<file path="src/rtl/i2c_tgt_pkg.sv">
package i2c_tgt_pkg;
  typedef enum logic [3:0] {
    ST_IDLE,
    ST_DEVADR,
    ST_DEVACK,
    ST_PTR,
    ST_PTRACK,
    ST_WR,
    ST_WRACK,
    ST_RD,
    ST_RDACK
  } tgt_state_e;
endpackage

</file>
<file path="src/rtl/i2c_line_sync.sv">
module i2c_line_sync #(
  parameter int STAGES = 2
) (
  input  logic clk,
  input  logic rst,
  input  logic scl_i,
  input  logic sda_i,
  output logic sda_s,
  output logic scl_rise,
  output logic scl_fall,
  output logic bus_start,
  output logic bus_stop
);
  logic [STAGES-1:0] scl_sh, sda_sh;
  logic scl_d, sda_d, scl_s;

  always_ff @(posedge clk) begin
    if (rst) begin
      scl_sh <= '1;
      sda_sh <= '1;
      scl_d  <= 1'b1;
      sda_d  <= 1'b1;
    end else begin
      scl_sh <= {scl_sh[STAGES-2:0], scl_i};
      sda_sh <= {sda_sh[STAGES-2:0], sda_i};
      scl_d  <= scl_sh[STAGES-1];
      sda_d  <= sda_sh[STAGES-1];
    end
  end

  assign scl_s     = scl_sh[STAGES-1];
  assign sda_s     = sda_sh[STAGES-1];
  assign scl_rise  = scl_s & ~scl_d;
  assign scl_fall  = ~scl_s & scl_d;
  assign bus_start = scl_s & scl_d & sda_d & ~sda_s;
  assign bus_stop  = scl_s & scl_d & ~sda_d & sda_s;
endmodule

</file>
<file path="src/rtl/i2c_ptr.sv">
module i2c_ptr #(
  parameter int AW = 8
) (
  input  logic          clk,
  input  logic          rst,
  input  logic          load,
  input  logic [AW-1:0] load_val,
  input  logic          inc,
  output logic [AW-1:0] ptr
);
  always_ff @(posedge clk) begin
    if (rst)       ptr <= '0;
    else if (load) ptr <= load_val;
    else if (inc)  ptr <= ptr + 1'b1;   // natural wrap at the top
  end
endmodule

</file>
<file path="src/rtl/i2c_reg_target.sv">
module i2c_reg_target
  import i2c_tgt_pkg::*;
#(
  parameter logic [6:0] DEV_ADDR    = 7'h50,
  parameter int         SYNC_STAGES = 2
) (
  input  logic       clk,
  input  logic       rst,
  input  logic       scl_i,
  input  logic       sda_i,
  output logic       sda_oe,
  output logic [7:0] reg_addr,
  output logic       reg_we,
  output logic [7:0] reg_wdata,
  input  logic [7:0] reg_rdata
);
  localparam int BYTE_W = 8;
  localparam int CNT_W  = $clog2(BYTE_W + 1);
  localparam logic [CNT_W-1:0] CNT_FULL = CNT_W'(BYTE_W);

  logic sda_s, scl_rise, scl_fall, bus_start, bus_stop;
  tgt_state_e st;
  logic [BYTE_W-1:0] sh, wd_q, ptr;
  logic [CNT_W-1:0]  cnt;
  logic rw, mack, oe_q, we_q, ptr_load, ptr_inc, quiet;

  i2c_line_sync #(.STAGES(SYNC_STAGES)) u_sync (
    .clk(clk), .rst(rst), .scl_i(scl_i), .sda_i(sda_i),
    .sda_s(sda_s), .scl_rise(scl_rise), .scl_fall(scl_fall),
    .bus_start(bus_start), .bus_stop(bus_stop)
  );

  assign quiet    = ~bus_start & ~bus_stop;
  assign ptr_load = quiet & scl_fall & (st == ST_PTR) & (cnt == CNT_FULL);
  assign ptr_inc  = quiet & scl_fall &
                    ((st == ST_WRACK) | ((st == ST_RD) & (cnt == CNT_FULL)));

  i2c_ptr #(.AW(BYTE_W)) u_ptr (
    .clk(clk), .rst(rst), .load(ptr_load), .load_val(sh),
    .inc(ptr_inc), .ptr(ptr)
  );

  always_ff @(posedge clk) begin
    if (rst) begin
      st   <= ST_IDLE;
      sh   <= '0;
      cnt  <= '0;
      rw   <= 1'b0;
      mack <= 1'b0;
      oe_q <= 1'b0;
      we_q <= 1'b0;
      wd_q <= '0;
    end else begin
      we_q <= 1'b0;
      if (bus_start) begin
        st   <= ST_DEVADR;
        cnt  <= '0;
        oe_q <= 1'b0;
      end else if (bus_stop) begin
        st   <= ST_IDLE;
        oe_q <= 1'b0;
      end else begin
        case (st)
          ST_DEVADR, ST_PTR, ST_WR: begin
            if (scl_rise && cnt != CNT_FULL) begin
              sh  <= {sh[BYTE_W-2:0], sda_s};
              cnt <= cnt + 1'b1;
            end else if (scl_fall && cnt == CNT_FULL) begin
              cnt <= '0;
              if (st == ST_DEVADR) begin
                if (sh[7:1] == DEV_ADDR) begin
                  rw   <= sh[0];
                  oe_q <= 1'b1;
                  st   <= ST_DEVACK;
                end else begin
                  st <= ST_IDLE;
                end
              end else if (st == ST_PTR) begin
                oe_q <= 1'b1;
                st   <= ST_PTRACK;
              end else begin
                oe_q <= 1'b1;
                we_q <= 1'b1;
                wd_q <= sh;
                st   <= ST_WRACK;
              end
            end
          end
          ST_DEVACK: begin
            if (scl_fall) begin
              if (rw) begin
                sh   <= reg_rdata;
                oe_q <= ~reg_rdata[BYTE_W-1];
                st   <= ST_RD;
              end else begin
                oe_q <= 1'b0;
                st   <= ST_PTR;
              end
            end
          end
          ST_PTRACK, ST_WRACK: begin
            if (scl_fall) begin
              oe_q <= 1'b0;
              st   <= ST_WR;
            end
          end
          ST_RD: begin
            if (scl_rise) begin
              cnt <= cnt + 1'b1;
            end else if (scl_fall) begin
              if (cnt == CNT_FULL) begin
                oe_q <= 1'b0;
                cnt  <= '0;
                st   <= ST_RDACK;
              end else begin
                oe_q <= ~sh[BYTE_W-2];
                sh   <= {sh[BYTE_W-2:0], 1'b0};
              end
            end
          end
          ST_RDACK: begin
            if (scl_rise) begin
              mack <= ~sda_s;
            end else if (scl_fall) begin
              if (mack) begin
                sh   <= reg_rdata;
                oe_q <= ~reg_rdata[BYTE_W-1];
                st   <= ST_RD;
              end else begin
                st <= ST_IDLE;
              end
            end
          end
          default: ;
        endcase
      end
    end
  end

  assign sda_oe    = oe_q;
  assign reg_we    = we_q;
  assign reg_wdata = wd_q;
  assign reg_addr  = ptr;
endmodule

</file>
<file path="config.mk">
export PLATFORM = sky130hd
export DESIGN_NAME = i2c_reg_target
export DESIGN_NICKNAME = d
export VERILOG_FILES = /design/src/rtl/i2c_tgt_pkg.sv /design/src/rtl/i2c_line_sync.sv /design/src/rtl/i2c_ptr.sv /design/src/rtl/i2c_reg_target.sv
export SDC_FILE = /design/constraint.sdc
export NUM_CORES = 1
export LEC_CHECK = 0
export ABC_AREA = 1
export CAP_MARGIN = 20
export CORE_ASPECT_RATIO = 0.7
export CORE_MARGIN = 2
export CORE_UTILIZATION = 35
export CTS_CLUSTER_SIZE = 25
export DETAILED_ROUTE_END_ITERATION = 16
export GPL_ROUTABILITY_DRIVEN = 0
export PLACE_DENSITY = 0.63
export RECOVER_POWER = 100
export SKIP_LAST_GASP = 1
export SLEW_MARGIN = 20
export SYNTH_ARGS = -nofsm -noshare
export SYNTH_HDL_FRONTEND = slang
export SYNTH_SLANG_ARGS = --single-unit
</file>
<file path="constraint.sdc">
create_clock -name clk -period 4.8 [get_ports clk]
set_input_delay 0.48 -clock clk [delete_from_list [all_inputs] [get_ports clk]]
set_output_delay 0.48 -clock clk [all_outputs]
set_load 0.05 [all_outputs]
</file>
# == Yosys cells after proc, flatten, opt, wreduce, memory -nomap -nowiden ==
# Cells that the tools add are included.
# Widths: inputs -> output; s select.
# word_totals
register_bits,42
inputBits,12
out_inout_bits,18
wordCells,150
# classes
add_sub_neg,2
eq_ne,37
muxes,50
bitwise,27
n_reduce_logical,20
# op_table
op,count
$mux 8,11
$mux 4,15
$ne 4x4->1 const B,9
$pmux 8 s4,1
$ne 2x2->1 const B,12
$pmux 4 s5,1
$reduce_and 10->1,2
$eq 4x3->1 const B,4
$mux 1,16
$reduce_and 7->1,2
$and 1x1->1,13
$not 1->1,13
$reduce_and 12->1,1
$reduce_and 11->1,1
$ne 3x3->1 const B,3
$add 8x1->8 const B,1
$eq 4x2->1 const B,2
$eq 4x4->1 const B,2
$pmux 4 s2,1
$eq 7x7->1 const B,1
$reduce_bool 7->1,1
$reduce_or 7->1,1
$mux 3,2
$reduce_or 3->1,2
15 further kinds,19

# == Depth between registers and ports, before layout ==
# Gate-level depths: netlist of the first run.
# depth
ltp_word,9
depth_mapped,13
ltp_nobuf,13

# == Modules after synthesis ==
# From an unflattened synthesis of the first run, not the netlist that was laid out.
# unflattened
cells_unflattened,347
hier_area_um2,2319.7
# modules_own_cells
mod,n_inst,cells_each,area_each_um2,seq_area_each_um2
i2c_reg_target,1,253,1632.8,560.5
i2c_ptr,1,70,489.2,160.2
i2c_line_sync,1,24,197.7,120.1

# == Least setup slack after synthesis of the first run ==
# OpenSTA, ideal clock, no wires.
# synth_path
path_type,register to register
startpoint,register u_ptr.ptr[0]
endpoint,register u_ptr.ptr[6]
setup_time_ps,129
arrival_ps,1505
path_slack_ps,3166
stages_incl_launch_ff,8
period_less_slack_ps,1634
path_cell_list,dfxtp_1 > ha_1 > nand3_1 > nor2_1 > xnor2_1 > o21ai_0 > o21ai_1 > a21oi_1
# synth_via
elab_chain_len,3
# synth_rtl
item,line,text
from (decl),i2c_ptr.sv:9,output logic [AW-1:0] ptr
from (signal assigned),i2c_ptr.sv:13,else if (load) ptr <= load_val;
from (signal assigned),i2c_ptr.sv:14,else if (inc) ptr <= ptr + 1'b1;
$add 8x1->8,i2c_ptr.sv:14,
$mux 8,i2c_ptr.sv:14,
$mux 8,i2c_ptr.sv:13,
# No other way between the ends. The select of a mux whose other input is x is not followed.
# A chain may end at the register's enable or synchronous reset.

# == Worst setup path after layout of the first run ==
# layout_path
startpoint,register u_sync.scl_d
endpoint,register u_ptr.ptr[3]
# layout_via
elab_chain_len,9
word_cells_on_any_way,15
# layout_rtl
item,line,text
from (decl),i2c_line_sync.sv:15,"logic scl_d, sda_d, scl_s;"
from (signal assigned),i2c_line_sync.sv:26,scl_d <= scl_sh[STAGES-1];
$and 1x1->1,"i2c_line_sync.sv:35, i2c_line_sync.sv:36",
"$and 1x1->1, on equally long branches (2 in series)","i2c_line_sync.sv:35, i2c_line_sync.sv:36",
$not 1->1 (no line),-,
$and 1x1->1,i2c_reg_target.sv:33,assign quiet = ~bus_start & ~bus_stop;
$and 1x1->1 *,"i2c_reg_target.sv:34, i2c_reg_target.sv:35",
$and 1x1->1 (2 in series),i2c_reg_target.sv:34,assign ptr_load = quiet & scl_fall & (st == ST_PTR) & (cnt == CNT_FULL);
$mux 8 or $reduce_bool 2->1 (tied branches),-,
# Mark *: on every way between the ends. The rest lies on a longest branch, timed or not.

==> metrics, run 1 <==
Die X=102 um; Setup TNS Final=0 ns; CP Cell Sequence=ha_1, nand3_1, nand2_1, nor2_1, nand2_1, nand2_1, o21ai_0, o21ai_0, nor2_1; Vert. Die Dim=72.9 um; TritonCTS buffer count=5; Slew HR=38.1%; first-pass GRT wire length=10,100 um; synth top area cells=dfxtp_1 35%, nand2_1 13%, nor2_1 7.9%; WL met2=2180 um; status=finished, final reports clean; clock root buffer=clkbuf_8; clk buf depth=2; register area share after synthesis=35.5%; Mapped Nets=377; fillers=721; Placed Cells=474; largest net degree at the start of global routing=26; Final Skew=0.00542 ns; Critical Path End Type=flip-flop; initial antenna violation count=0; RR Startpoint=u_sync.scl_d; drc violations=0; pwr/cell area=450 mW/mm2; Post-Place Setup Slack=2.29 ns; Worst path max stage delay=0.40 ns; reg-to-reg critical path endpoint=u_ptr.ptr[3]; routed wl met3=564 um; via count=2,380; fin crit period=2.31 ns; CP startpoint=u_sync.scl_d; Routed WL=6130 um; Remaining Overflow, GRT=0; wire per inst=12.7 um; number of sinks on the clock net=42; Max Fclk=0.432 GHz; register bit total from synthesis=42; Setup crit end=u_ptr.ptr[3]; post-synth top area share=35.5%; Synth area leader=dfxtp_1; Hold Violations, Final=0; Max VDD drop=0.195 mV; register area=841 um2; layout cells sized above 1=6.70%; worst hold-check path type=reg2reg; critical path's slowest cell=nand2_1; core area=0.00666 mm2; hpwl dp=4680 um; Worst-Margin Slew=0.925 ns; RSZ-0062 raised after global routing=false; worst skew pair latency=0.30 ns; Synth cell types=32; multi-input logic area=0.00127 mm2; yosys warns=0; hold-fix buffer count after cts=0; worst setup path class=reg2reg; Worst Setup Start Kind=flip-flop; Reg clk slew, reported paths=0.08 ns; DR vias/cell=4.94; # Post-CTS Setup Buffers=0; vias in the first global route=1,996; DRT met1 WL=3310 um; CP most frequent cell=nand2_1; synthesis-to-finish area growth=17.7%; Max Cap Viol=0; Max FO, Critical Path=20; # rows=25; final cycle utilization of the critical path=48.2%; mapped cell area=0.00237 mm2; # nets final=405; final std cells w/o fill=482; Worst EP arrival=2.52 ns; DRT iter0 DRCs=223; Top Ports=30; drt first pass iters=5; Port Buf Inserts=29; WP data required=5.00 ns; count of pins over their slew limit=0; Ant. Diodes=0; final setup violating endpoints=0; r2r worst-path depth=9; Routed Antenna Nets=0; R2R Setup Slk=2.49 ns; Worst Setup Slack, final=2.49 ns; Core Util, Final=41.9%; DR top layer=met4; Initial Util=35.6%; CTS-repair resized insts=0; synthesized netlist cell count=359; Hold Path Origin=u_sync.sda_sh[0]; GRT Overall Usage=17.8%; die area=0.00746 mm2; Avg Inst Size Synth=6.60 um2; CTS tree=yes; leakage power figure=1.28 nW; htree depth=2
==> synth_stat cells <==
cell type	number
a211oi_1	3
a21oi_1	28
buf_2	1
buf_4	2
buf_6	2
clkbuf_1	3
dfxtp_1	42
ha_1	6
inv_1	42
inv_2	5
nand2_1	83
nand2_2	6
nand2_4	2
nand3_1	22
nand3_2	1
nand3b_1	1
nand4_1	4
nor2_1	50
nor2_2	2
nor2_4	3
nor3_1	3
nor4_1	1
o211a_1	1
o211ai_1	5
o21a_1	1
o21ai_0	27
o21ai_1	2
o21ai_2	1
o21bai_1	1
or2_2	5
xnor2_1	3
xor2_1	1
==> worst max-delay path: cells and delay by family (launching register included) <==
family / cells / cell delay, ns
simple gates: 6 / 1.39
flops: 1 / 0.33
compound gates: 2 / 0.29
fa+ha+maj: 1 / 0.21
==> sequential cells by signal, indices dropped and copies added (netlist names), 2 cells and up <==
signal / cells
u_sync.scl_sh: 2
u_sync.sda_sh: 2
u_ptr.ptr: 8
reg_wdata: 8
st: 4
cnt: 4
sh: 8
==> through the flow <==
stage | cell area, um2 | total power, mW | hold WS (ns)
finish | 2790 | 1.25 | 0.411
global route | 2790 | 1.37 | 0.426
CTS | 2820 | 1.27 | 0.414
detailed placement | 2730 | 1.02 | 0.400
global placement | 2730 | 1.02 | 0.397
floorplan | 2370 | 0.911 | 0.389
==> per-layer routing <==
| metal | up-vias | GRT usage (%) |
|---|---|---|
| met5 | - | 0 |
| met4 | 0 | 4.89 |
| li1 | 1197 | - |
| met2 | 96 | 21.1 |
| met3 | 9 | 4.98 |
| met1 | 1078 | 29.6 |
==> cell families (layout without fill, tap and decap cells) <==
group,Yosys count,in the layout,synth area share (%)
compound gates,69,69,16.0
xor+xnor,4,4,1.48
simple gates,183,183,34.2
buf+inv,55,84,9.71
flops,42,42,35.5
fa+ha+maj,6,6,3.17
==> power by group <==
group	leakage [nW]	internal, mW	total, mW	switching (mW)
Clock	0.0482	0.116	0.239	0.123
Sequential	0.341	0.395	0.445	0.0494
Combinational	0.888	0.179	0.571	0.392
Total	1.28	0.690	1.25	0.564
==> cell type report <==
cell class	count	area share (%)
clock buffer	7	3.09
clock inverter	1	0.179
inverter	47	6.32
multi-input combinational	262	45.7
sequential	42	30.1
tap	94	4.21
timing repair buffer	29	10.4
==> how the worst min path moves through the flow <==
stage                             to  slack, ns  cells past startpoint
floorplan           u_sync.scl_sh[1]       0.39                      1
global placement    u_sync.sda_sh[1]       0.40                      1
detailed placement  u_sync.sda_sh[1]       0.40                      1
CTS                 u_sync.sda_sh[1]       0.41                      1
global route        u_sync.scl_sh[1]       0.43                      1
finish              u_sync.sda_sh[1]       0.41                      1
==> cells in the final DEF (no fill, tap or decap) <==
cell type	Yosys	layout
o211ai_1	5	5
o21ai_2	1	1
o21ai_0	27	29
nor2_1	50	53
nand2_1	83	84
dlygate4sd3_1	0	19
nor2_2	2	1
a21oi_1	28	28
nand3b_1	1	1
clkdlybuf4s50_1	0	10
nor2_4	3	1
dfxtp_1	42	42
nor4_1	1	1
a211oi_1	3	3
xnor2_1	3	3
nand3_1	22	23
xor2_1	1	1
clkbuf_8	0	6
clkinv_2	0	1
nand4_1	4	4
clkbuf_1	3	1
nand2_2	6	5
o21a_1	1	1
o21bai_1	1	1
nor3_1	3	3
nand2_4	2	2
o211a_1	1	1
inv_2	5	4
ha_1	6	6
inv_1	42	43
or2_2	5	5
(Power assumes the default switching activity.)
==> run 2, diff against run 1 <==
==> constraint.sdc (replaced) <==
create_clock -name clk -period 2.2 [get_ports clk]
set_input_delay 0.22 -clock clk [delete_from_list [all_inputs] [get_ports clk]]
set_output_delay 0.22 -clock clk [all_outputs]
set_load 0.05 [all_outputs]
==> run 2 against run 1 <==
Non-clock buffer count up 3; critical path depth unchanged; sequential share of layout area is 0.32 points lower; fmax increased by 18%; critical endpoint unchanged; largest power group unchanged; highest routed layer unchanged.
==> metrics, run 2 (synthesized netlist as in run 1, its figures left out) <==
status=finished, final reports clean (unchanged); Worst-Margin Slew=1.08 ns (was 0.925 ns); clk buf depth=2 (unchanged); WP data required=2.39 ns (was 5.00 ns); clock root buffer=clkbuf_8 (unchanged); Worst EP arrival=2.15 ns (was 2.52 ns); Switching Fraction=45.1% (was 45.0%); Post-Place Setup Slack=0.351 ns (was 2.29 ns); worst hold-check path type=reg2reg (unchanged); RSZ-0062 raised after global routing=false (unchanged); worst skew pair latency=0.30 ns (about the same); internal power=1.51 mW (was 0.690 mW); hold-fix buffer count after cts=0 (unchanged); Die X=102 um (unchanged); hpwl dp=4720 um (was 4680 um); via count=2,358 (was 2,380); # nets final=408 (was 405); htree depth=2 (unchanged); Reg clk slew, reported paths=0.08 ns (about the same); drc violations=0 (unchanged); Ant. Diodes=0 (unchanged); r2r worst-path depth=9 (unchanged); R2R Setup Slk=0.25 ns (was 2.49 ns); Worst path max stage delay=0.33 ns (was 0.40 ns); worst setup path class=reg2reg (unchanged); Initial Util=35.6% (unchanged); Max Fclk=0.512 GHz (was 0.432 GHz); wire per inst=12.7 um (about the same); Final Skew=0.00424 ns (was 0.00542 ns); sequential power share=35.2% (was 35.4%); final setup violating endpoints=0 (unchanged); # rows=25 (unchanged); fillers=714 (was 721); Slew HR=28.0% (was 38.1%); Setup TNS Final=0 ns (unchanged); TritonCTS buffer count=5 (unchanged); Core Util, Final=42.3% (was 41.9%); Worst Setup Slack, final=0.247 ns (was 2.49 ns); first-pass GRT wire length=9960 um (was 10,100 um); final cycle utilization of the critical path=88.8% (was 48.2%); initial antenna violation count=0 (unchanged); Top Ports=30 (unchanged); synthesis-to-finish area growth=19.0% (was 17.7%); CTS-repair resized insts=0 (unchanged); fin crit period=1.95 ns (was 2.31 ns); die area=0.00746 mm2 (unchanged); hold path depth=1 (unchanged); Port Buf Inserts=29 (unchanged); commonest cells after routing, fill and taps aside=84 x nand2_1, 51 x nor2_1, 43 x inv_1, 42 x dfxtp_1, 29 x o21ai_0 (was 84 x nand2_1, 53 x nor2_1, 43 x inv_1, 42 x dfxtp_1, 29 x o21ai_0); layout cells sized above 1=7.42% (was 6.70%); critical path's slowest cell=dfxtp_1 (was nand2_1); Remaining Overflow, GRT=0 (unchanged); Psw=1.24 mW (was 0.564 mW); Max Cap Viol=0 (unchanged); number of sinks on the clock net=42 (unchanged); leading cell type in the layout, fill and taps excluded=nand2_1 (unchanged); Critical Path End Type=flip-flop (unchanged); Max VDD drop=0.433 mV (was 0.195 mV); GRT Overall Usage=17.3% (was 17.8%); leakage power figure=1.28 nW (about the same); Max FO, Critical Path=9 (was 20); vias in the first global route=2,023 (was 1,996); CTS tree=yes (unchanged); Routed WL=6150 um (was 6130 um); DR vias/cell=4.86 (was 4.94); clock power share=19.1% (was 19.0%); pwr/cell area=975 mW/mm2 (was 450 mW/mm2); Worst Setup Start Kind=flip-flop (unchanged); combinational share of power=45.7% (was 45.5%); CP Cell Sequence=ha_1, nand3_1, nand2_1, nor2_1, nand2_1, nand2_2, o21ai_0, o21ai_0, nor2_1 (was ha_1, nand3_1, nand2_1, nor2_1, nand2_1, nand2_1, o21ai_0, o21ai_0, nor2_1); drt first pass iters=5 (unchanged); # Post-CTS Setup Buffers=0 (unchanged); Routed Antenna Nets=0 (unchanged); Vert. Die Dim=72.9 um (unchanged); DRT iter0 DRCs=191 (was 223); largest net degree at the start of global routing=25 (was 26); core area=0.00666 mm2 (unchanged); Hold Violations, Final=0 (unchanged); count of pins over their slew limit=0 (unchanged)
run 2: changes by cell type in the layout (fill, tap and decap cells not counted), sizes merged:
cell,before,now
buf,0,1
clkbuf,7,9
run 2: routing by layer:
| metal | share of wire, % | up-vias | track usage, % | routed length [um] |
|---|---|---|---|---|
| met5 | 0 | - | 0 | 0 |
| met4 | 0.83 | 0 | 4.00 | 51 |
| met3 | 7.9 | 4 | 3.83 | 486 |
| met2 | 36 | 78 | 22.5 | 2240 |
| met1 | 55 | 1063 | 28.1 | 3370 |
| li1 | - | 1213 | - | - |
run 2: final timing paths:
path | start | end
min reg2reg | u_sync.sda_sh[0] | u_sync.sda_sh[1]
max | u_sync.scl_d | u_ptr.ptr[3]
min | u_sync.sda_sh[0] | u_sync.sda_sh[1]
max reg2reg | u_sync.scl_d | u_ptr.ptr[3]
run 2: worst max-delay path, delay by kind of cell, from the launching register on:
family	cells	cell delay (ns)
adders and majority gates	1	0.21
and+or+nand+nor	6	1.04
AOI/OAI and AO/OA	2	0.26
DFF	1	0.33
run 2: per-stage QoR:
stage	hold WS [ns]	power [mW]	area [um2]	std cells
floorplan	0.324	1.99	2370	359
global placement	0.393	2.24	2750	477
detailed placement	0.398	2.25	2750	477
CTS	0.417	2.77	2840	485
global route	0.428	2.98	2820	485
finish	0.415	2.75	2820	485
run 2: cell type report:
| cell class | instances | area, um2 | share of cell area (%) |
|---|---|---|---|
| tap | 94 | 118 | 4.17 |
| clock buffer | 7 | 86.3 | 3.06 |
| multi-input combinational | 262 | 1290 | 45.7 |
| sequential | 42 | 841 | 29.8 |
| clock inverter | 1 | 5.00 | 0.177 |
| inverter | 47 | 176 | 6.25 |
| timing repair buffer | 32 | 305 | 10.8 |
run 2: power groups by stage:
stage | registers, mW | logic (mW) | clock network [mW]
floorplan | 0.979 | 1.01 | 0
global placement | 0.985 | 1.25 | 0
detailed placement | 0.987 | 1.26 | 0
CTS | 0.970 | 1.27 | 0.530
global route | 0.984 | 1.43 | 0.566
finish | 0.969 | 1.26 | 0.526
